## config.mk

```make
export PLATFORM = sky130hd
export DESIGN_NAME = msi_capture_ctrl
export DESIGN_NICKNAME = d
export VERILOG_FILES = /design/src/rtl/msi_cap_pkg.sv /design/src/rtl/msi_reg_decode.sv /design/src/rtl/msi_bank.sv /design/src/rtl/msi_irq_reduce.sv /design/src/rtl/msi_capture_ctrl.sv
export SDC_FILE = /design/constraint.sdc
export NUM_CORES = 2
export LEC_CHECK = 0
export BUFFER_PORTS_ARGS = -buffer_cell sky130_fd_sc_hd__buf_4
export CORE_MARGIN = 2
export CORE_UTILIZATION = 36
export CTS_BUF_LIST = sky130_fd_sc_hd__clkbuf_16
export DETAILED_ROUTE_END_ITERATION = 8
export PLACE_DENSITY = 0.54
export SLEW_MARGIN = 0
export SYNTH_ARGS = -nofsm -noshare
export SYNTH_HDL_FRONTEND = slang
export SYNTH_SLANG_ARGS = --single-unit
export TNS_END_PERCENT = 20
```

## constraint.sdc

```tcl
create_clock -name clk_i -period 6.41 [get_ports clk_i]
set_input_delay 1.282 -clock clk_i [delete_from_list [all_inputs] [get_ports clk_i]]
set_output_delay 1.282 -clock clk_i [all_outputs]
set_load 0.05 [all_outputs]
```

## src/rtl/msi_cap_pkg.sv

```systemverilog
package msi_cap_pkg;
  localparam int unsigned VEC_PER_BANK = 32;
  localparam int unsigned BANK_STRIDE  = 12;
  localparam logic [11:0] TGT_LO_OFS   = 12'h820;
  localparam logic [11:0] TGT_HI_OFS   = 12'h824;
  localparam logic [11:0] BANK0_OFS    = 12'h828;

  typedef enum logic [2:0] {
    RK_NONE,
    RK_TGT_LO,
    RK_TGT_HI,
    RK_EN,
    RK_MASK,
    RK_PEND
  } reg_kind_e;
endpackage

```

## src/rtl/msi_reg_decode.sv

```systemverilog
module msi_reg_decode
  import msi_cap_pkg::*;
#(
  parameter int unsigned NUM_BANKS = 8,
  localparam int unsigned BANK_W = (NUM_BANKS > 1) ? $clog2(NUM_BANKS) : 1
) (
  input  logic [11:0]       addr_i,
  output reg_kind_e         kind_o,
  output logic [BANK_W-1:0] bank_o
);
  always_comb begin
    kind_o = RK_NONE;
    bank_o = '0;
    if (addr_i == TGT_LO_OFS) kind_o = RK_TGT_LO;
    else if (addr_i == TGT_HI_OFS) kind_o = RK_TGT_HI;
    for (int b = 0; b < NUM_BANKS; b++) begin
      if (addr_i == BANK0_OFS + 12'(b * BANK_STRIDE)) begin
        kind_o = RK_EN;
        bank_o = BANK_W'(b);
      end else if (addr_i == BANK0_OFS + 12'(b * BANK_STRIDE + 4)) begin
        kind_o = RK_MASK;
        bank_o = BANK_W'(b);
      end else if (addr_i == BANK0_OFS + 12'(b * BANK_STRIDE + 8)) begin
        kind_o = RK_PEND;
        bank_o = BANK_W'(b);
      end
    end
  end
endmodule

```

## src/rtl/msi_bank.sv

```systemverilog
module msi_bank #(
  parameter int unsigned W = 32
) (
  input  logic         clk_i,
  input  logic         rst_ni,
  input  logic [W-1:0] set_i,
  input  logic         en_we_i,
  input  logic         mask_we_i,
  input  logic         clr_we_i,
  input  logic [W-1:0] wdata_i,
  output logic [W-1:0] en_o,
  output logic [W-1:0] mask_o,
  output logic [W-1:0] pend_o
);
  logic [W-1:0] en_q, mask_q, pend_q, clr_bits;

  assign clr_bits = clr_we_i ? wdata_i : '0;

  always_ff @(posedge clk_i or negedge rst_ni) begin
    if (!rst_ni) begin
      en_q   <= '0;
      mask_q <= '0;
      pend_q <= '0;
    end else begin
      if (en_we_i)   en_q   <= wdata_i;
      if (mask_we_i) mask_q <= wdata_i;
      // set wins over a same-cycle clear
      pend_q <= (pend_q & ~clr_bits) | (set_i & en_q);
    end
  end

  assign en_o   = en_q;
  assign mask_o = mask_q;
  assign pend_o = pend_q;
endmodule

```

## src/rtl/msi_irq_reduce.sv

```systemverilog
module msi_irq_reduce #(
  parameter int unsigned N = 256
) (
  input  logic         clk_i,
  input  logic         rst_ni,
  input  logic [N-1:0] pend_i,
  input  logic [N-1:0] en_i,
  input  logic [N-1:0] mask_i,
  output logic         irq_o
);
  logic irq_q;
  always_ff @(posedge clk_i or negedge rst_ni) begin
    if (!rst_ni) irq_q <= 1'b0;
    else         irq_q <= |(pend_i & en_i & ~mask_i);
  end
  assign irq_o = irq_q;
endmodule

```

## src/rtl/msi_capture_ctrl.sv

```systemverilog
module msi_capture_ctrl
  import msi_cap_pkg::*;
#(
  parameter int unsigned NUM_BANKS = 8,
  localparam int unsigned NUM_VEC = NUM_BANKS * VEC_PER_BANK,
  localparam int unsigned BANK_W  = (NUM_BANKS > 1) ? $clog2(NUM_BANKS) : 1,
  localparam int unsigned VEC_W   = BANK_W + 5
) (
  input  logic        clk_i,
  input  logic        rst_ni,
  input  logic        mw_valid_i,
  input  logic [63:0] mw_addr_i,
  input  logic [31:0] mw_data_i,
  input  logic        reg_req_i,
  input  logic        reg_we_i,
  input  logic [11:0] reg_addr_i,
  input  logic [31:0] reg_wdata_i,
  output logic [31:0] reg_rdata_o,
  output logic        irq_o
);
  reg_kind_e         kind;
  logic [BANK_W-1:0] bank_sel;
  logic [63:0]       tgt_q;
  logic              wr, hit;
  logic [VEC_W-1:0]  vec;
  logic [31:0]       en_w   [NUM_BANKS];
  logic [31:0]       mask_w [NUM_BANKS];
  logic [31:0]       pend_w [NUM_BANKS];
  logic [NUM_VEC-1:0] en_all, mask_all, pend_all;

  msi_reg_decode #(.NUM_BANKS(NUM_BANKS)) u_dec (
    .addr_i (reg_addr_i),
    .kind_o (kind),
    .bank_o (bank_sel)
  );

  assign wr  = reg_req_i && reg_we_i;
  assign hit = mw_valid_i && (mw_addr_i == tgt_q) && (mw_data_i < 32'(NUM_VEC));
  assign vec = mw_data_i[VEC_W-1:0];

  always_ff @(posedge clk_i or negedge rst_ni) begin
    if (!rst_ni) begin
      tgt_q <= '0;
    end else if (wr) begin
      if (kind == RK_TGT_LO) tgt_q[31:0]  <= reg_wdata_i;
      if (kind == RK_TGT_HI) tgt_q[63:32] <= reg_wdata_i;
    end
  end

  for (genvar b = 0; b < NUM_BANKS; b++) begin : g_bank
    logic        sel;
    logic [31:0] set_v;
    assign sel   = (bank_sel == BANK_W'(b));
    assign set_v = (hit && vec[VEC_W-1:5] == BANK_W'(b)) ? (32'd1 << vec[4:0]) : 32'd0;

    msi_bank #(.W(VEC_PER_BANK)) u_bank (
      .clk_i     (clk_i),
      .rst_ni    (rst_ni),
      .set_i     (set_v),
      .en_we_i   (wr && sel && kind == RK_EN),
      .mask_we_i (wr && sel && kind == RK_MASK),
      .clr_we_i  (wr && sel && kind == RK_PEND),
      .wdata_i   (reg_wdata_i),
      .en_o      (en_w[b]),
      .mask_o    (mask_w[b]),
      .pend_o    (pend_w[b])
    );

    assign en_all[b*VEC_PER_BANK +: VEC_PER_BANK]   = en_w[b];
    assign mask_all[b*VEC_PER_BANK +: VEC_PER_BANK] = mask_w[b];
    assign pend_all[b*VEC_PER_BANK +: VEC_PER_BANK] = pend_w[b];
  end

  always_comb begin
    unique case (kind)
      RK_TGT_LO: reg_rdata_o = tgt_q[31:0];
      RK_TGT_HI: reg_rdata_o = tgt_q[63:32];
      RK_EN:     reg_rdata_o = en_w[bank_sel];
      RK_MASK:   reg_rdata_o = mask_w[bank_sel];
      RK_PEND:   reg_rdata_o = pend_w[bank_sel];
      default:   reg_rdata_o = '0;
    endcase
  end

  msi_irq_reduce #(.N(NUM_VEC)) u_irq (
    .clk_i  (clk_i),
    .rst_ni (rst_ni),
    .pend_i (pend_all),
    .en_i   (en_all),
    .mask_i (mask_all),
    .irq_o  (irq_o)
  );
endmodule

```

Yosys cells after proc, flatten, opt, wreduce, memory -nomap -nowiden
Index checks and enable logic that the tools add are counted.
{"block": "word_totals", "register_bits": 833, "latch_bits": 0, "ram_bits": 0, "rom_bits": 0, "out_inout_bits": 33, "word_cells": 233, "mem_count": 0}
{"block": "op_classes", "addsub": 0, "n_mul": 0, "div": 0, "order_cmp": 2, "eq_ne": 46, "n_shift": 1, "n_mux": 73, "bitwise_logic": 36, "n_reduce_logical": 48}
{"operator": "$mux 32", "n": 22}
{"operator": "$and 256x256->256", "n": 2}
{"operator": "$and 32x32->32", "n": 16}
{"operator": "$eq 12x12->1 const B", "n": 26}
{"operator": "$bmux 32 s3", "n": 3}
{"operator": "$not 256->256", "n": 1}
{"operator": "$not 32->32", "n": 8}
{"operator": "$or 32x32->32", "n": 8}
{"operator": "$reduce_or 256->1", "n": 1}
{"operator": "$pmux 32 s5", "n": 1}
{"operator": "$mux 3", "n": 45}
{"operator": "$eq 64x64->1", "n": 1}
{"operator": "$logic_and 1x1->1", "n": 43}
{"operator": "$lt 32x9->1 const B", "n": 1}
{"operator": "$shl 1x5->32 const A", "n": 1}
{"operator": "$eq 3x3->1 const B", "n": 10}
{"operator": "$eq 3x2->1 const B", "n": 6}
{"operator": "$eq 3x1->1 const B", "n": 3}
{"operator": "$logic_not 3->1", "n": 2}
{"operator": "$ge 4x4->1 const B", "n": 1}
{"operator": "$not 3->4", "n": 1}
{"operator": "$reduce_and 2->1", "n": 2}
{"operator": "$mux 2", "n": 1}
{"operator": "$mux 1", "n": 1}

Logic depth before layout (Yosys ltp)
{"block": "depth", "ltp_word": 33, "depth_mapped": 15, "mapped_depth_nobuf": 8}

By module
Synthesis repeated with hierarchy kept, for this count alone.
{"block": "unflattened", "cells_unflattened": 3995, "hier_area_um2": 47270.3}
{"module": "msi_bank", "instances": 8, "cells_each": 235, "area_each_um2": 3913.8, "seq_area_each_um2": 2402.3}
{"module": "msi_capture_ctrl", "instances": 1, "cells_each": 1618, "area_each_um2": 13501.7, "seq_area_each_um2": 1601.5}
{"module": "msi_irq_reduce", "instances": 1, "cells_each": 434, "area_each_um2": 2074.5, "seq_area_each_um2": 25.0}
{"module": "msi_reg_decode", "instances": 1, "cells_each": 63, "area_each_um2": 384.1, "seq_area_each_um2": 0.0}

Worst setup path before layout
OpenSTA, ideal clock, no wires.
{"block": "synth_path", "path_kind": "input-to-output", "start": "in reg_addr_i[4]", "end": "out reg_rdata_o[22]", "arrival_ns": 4.285, "t_required_ns": 5.128, "slack_ns": 0.843, "cell_stages": 12, "path_cell_list": "buf_6 or4b_1 buf_2 a21o_4 a21o_1 buf_2 clkbuf_1 clkbuf_1 clkbuf_1 a21oi_1 a21oi_1 o2111ai_1"}
{"block": "synth_via", "elab_chain_cells": 29}
{"item": "start: declaration", "line_no": "msi_capture_ctrl.sv:16", "rtl": "input logic [11:0] reg_addr_i,"}
{"item": "$eq 12x12->1", "line_no": "msi_reg_decode.sv:15", "rtl": "else if (addr_i == TGT_HI_OFS) kind_o = RK_TGT_HI;"}
{"item": "$mux 2", "line_no": "msi_reg_decode.sv:15"}
{"item": "$mux 3", "line_no": "msi_reg_decode.sv:14", "rtl": "if (addr_i == TGT_LO_OFS) kind_o = RK_TGT_LO;"}
{"item": "$mux 3", "line_no": "msi_reg_decode.sv:23", "rtl": "end else if (addr_i == BANK0_OFS + 12'(b * BANK_STRIDE + 8)) begin"}
{"item": "$mux 3", "line_no": "msi_reg_decode.sv:20", "rtl": "end else if (addr_i == BANK0_OFS + 12'(b * BANK_STRIDE + 4)) begin"}
{"item": "$mux 3", "line_no": "msi_reg_decode.sv:17", "rtl": "if (addr_i == BANK0_OFS + 12'(b * BANK_STRIDE)) begin"}
{"item": "$mux 3", "line_no": "msi_reg_decode.sv:23"}
{"item": "$mux 3", "line_no": "msi_reg_decode.sv:20"}
{"item": "[13 not listed]"}
{"item": "$mux 3", "line_no": "msi_reg_decode.sv:23"}
{"item": "$mux 3", "line_no": "msi_reg_decode.sv:20"}
{"item": "$mux 3", "line_no": "msi_reg_decode.sv:17"}
{"item": "$mux 3", "line_no": "msi_reg_decode.sv:23"}
{"item": "$mux 3", "line_no": "msi_reg_decode.sv:20"}
{"item": "$mux 3", "line_no": "msi_reg_decode.sv:17"}
{"item": "$eq 3x3->1 (tied with other cells)", "line_no": "msi_capture_ctrl.sv:75", "rtl": "unique case (kind)"}
{"item": "$pmux 32 s5 (*)", "line_no": "msi_capture_ctrl.sv:75"}
{"item": "end: declaration", "line_no": "msi_capture_ctrl.sv:18", "rtl": "output logic [31:0] reg_rdata_o,"}
Every way passes the cells marked *; elsewhere a longest branch is shown, timed or not. The select of a mux whose other input is x is not followed.

Final worst setup path
{"block": "layout_path", "start": "in reg_addr_i[4]", "end": "out reg_rdata_o[30]"}
The elaborated chain is that of the path after synthesis.

==> results.yml <==
setup_path:
  cp_data_required_time_ns: 5.13
  arrival_ns: 4.94
  critPathMaxFanout: 28
  worstSetupPathType: "in2out"
  worstSetupStartpointType: "primary input"
  end_kind: "primary output"
yosys:
  ys_warn_count: 0
  synth_fp_nets: 4598
  netlist_area_um2: 42700
  synth_edf_count: 0
  synth_top_family_by_area: "simple AND/OR/NAND/NOR gates"
  synth-compound-area-share_pct: 13.7
  ys_ff_latch: 833
  synthXorXnorAreaFrac_pct: 0.985
  ys_seq_area_share_pct: 48.9
  synth.distinct_cells: 91
  synthAdderAreaFrac_pct: 0
  ys_async_sr_fraction_pct: 100
  synth_cells: 4453
  synth.avg_cell_area_um2: 9.58
  synth_mux_area_share_pct: 15.9
  synthSimpleGateAreaFrac_pct: 17.1
  synth_flop_cell: "dfrtp_1"
sta:
  maxSlewHeadroom_pct: 16.7
  finClkSkew_ns: 0.0283
  finalHoldViolCount: 0
  fmax_mhz: 161
  final.setup.tns_ns: 0
  setup-violations-final: 0
  grt_setup_unrepaired: "false"
  fin_crit_sh_pct: 97.1
  drv_slew: 0
  finalCriticalPeriod_ns: 6.23
  fin_ws_ns: 0.185
  tightest_slew_ns: 1.25
finish:
  drive_gt1_share_pct: 23.7
  fin_area_um2: 49500
  mostFrequentLayoutCells: "1114 x nand2_1, 833 x dfrtp_1, 563 x mux2_2"
  layout_commonest_cell: "nand2_1"
  syn2layout_area_growth_pct: 16.1
  nets: 4744
worst_hold_path:
  hold_class: "reg2reg"
pwr:
  p_leak_uw: 0.0217
  ir_drop_mv: 0.189
  powerDensity_nw_per_um2: 228
clock_tree:
  clock_sinks: 833
  h-tree-depth: 3
  cts_buffers: 96
  cts_resized: 0
  clk_path_buf_depth: 3
  clock_latency_ns: 0.71
  clockRootBuffer: "clkbuf_16"
  hold_buffers: 0
  postCtsSetupBuffers: 0
  cts.clk_slew.worst_paths_ns: 0.06
  cts_tree: "done"
grt:
  grt_max_degree: 145
  grt-ovfl-total: 0
  grt_pass1_vias: 37800
  antenna_found_initial: 22
  track_usage_pct: 38.5
  grt_pass1_wl_um: 323000
detailed_routing:
  num_vias: 40700
  drtAntennaViolNets: 0
  post_drt_wl_per_cell_um: 38.3
  dr.pass1.iters: 7
  drc_errors: 0
  finalWirelength_um: 238000
  viasPerCell: 6.53
  drt_iter0_markers: 6497
die:
  fp.dieH_um: 348
  floorplan.initialDensity_pct: 36.2
  die_x_um: 348
  dieArea_um2: 121000
  coreArea_um2: 118000
  ios: 178
  rows: 126
placement:
  port_buffers: 177
  placement.cell_area_um2: 46500
  place.gp.congestion: 1.07
  place_ws_ns: 0.396
  dp_hpwl_um: 168000
flow_run:
  max_cap_violations: 0
status:
  status: "completed"
[synth_stat cells, types with 29 or more instances]
master / n / area, um^2
nand2_1: 1123 / 4220
dfrtp_1: 833 / 20800
mux2_2: 563 / 6340
o21ai_0: 297 / 1490
nor2_1: 250 / 938
o22ai_1: 208 / 1300
clkbuf_1: 170 / 638
buf_2: 101 / 505
a21oi_1: 82 / 410
nor3_1: 72 / 360
nor4_1: 70 / 438
o21ai_1: 64 / 320
o221ai_1: 43 / 377
inv_1: 37 / 139
nand4_1: 33 / 206
a22oi_1: 31 / 233
nand3_1: 31 / 155
xnor2_1: 29 / 254
[area by class of cell]
cell class	instances	area (um^2)
fillers	11600	68200
clock inverters	77	548
inverters	38	143
diodes	17	42.5
multi-input cells	3281	20600
flip-flops and latches	833	20800
clock buffers	98	2450
well taps	1536	1920
repair buffers	349	3000
[critical path, stage by stage]
cell	delay [ns]
buf_4	0.20
or4b_1	0.73
o21ai_1	0.22
a2bb2oi_1	0.24
nand2b_4	0.34
buf_12	0.24
o211ai_1	0.73
nor3_1	0.22
nor3_1	0.22
o2111ai_1	0.20
buf_4	0.26
[report_power, final]
group | total, uW | switching, uW | internal, uW
clock network | 5460 | 2390 | 3070
logic | 541 | 406 | 135
registers | 5280 | 11.7 | 5270
[cells by family after synthesis]
group	after synthesis
xor gates and xnor gates	48
AOI/OAI and AO/OA	920
DFF	833
muxes	605
buffers and inverters	339
and+or+nand+nor	1708
[registers in the layout (all words and copies together) (netlist names)]
register	flops
g_bank.u_bank.mask_o	256
g_bank.u_bank.pend_o	256
tgt_q	64
g_bank.u_bank.en_o	256
u_irq.irq_o	1
[final timing paths]
path / startpoint / end / slack [ns] / depth (start not counted)
max: reg_addr_i[4] / reg_rdata_o[30] / 0.18 / 11
min in group asynchronous: rst_ni / g_bank[4].u_bank.en_o[19]$_DFFE_PN0P_ / 0.65 / 1
max reg2reg: tgt_q[21]$_DFFE_PN0P_ / g_bank[0].u_bank.pend_o[7]$_DFF_PN0_ / 1.53 / 8
max in group asynchronous: rst_ni / g_bank[7].u_bank.en_o[1]$_DFFE_PN0P_ / 4.34 / 2
min reg2reg: g_bank[7].u_bank.pend_o[8]$_DFF_PN0_ / g_bank[7].u_bank.pend_o[8]$_DFF_PN0_ / 0.50 / 2
min: g_bank[7].u_bank.pend_o[8]$_DFF_PN0_ / g_bank[7].u_bank.pend_o[8]$_DFF_PN0_ / 0.50 / 2
[metal layers]
layer / global-route usage (%) / share of wire, % / up-vias
met4: 27.1 / 8.6 / 14
met5: 0 / 0.031 / -
met2: 53.8 / 41 / 3057
met1: 49.9 / 38 / 20500
li1: - / - / 16200
met3: 12.7 / 12 / 854
[through the flow]
stage | hold slack [ns] | power [uW] | std cells | util (%)
2_1_floorplan | 0.460 | 5530 | 4453 | -
3_3_place_gp | 0.482 | 5900 | 6037 | 39.5
5_1_grt | 0.534 | 11500 | 6212 | 42.0
3_5_place_dp | 0.491 | 5900 | 6037 | 39.5
4_1_cts | 0.506 | 11300 | 6212 | 42.0
6_report | 0.500 | 11300 | 6229 | 42.1
Note: power is estimated with default switching activity, not from simulation.
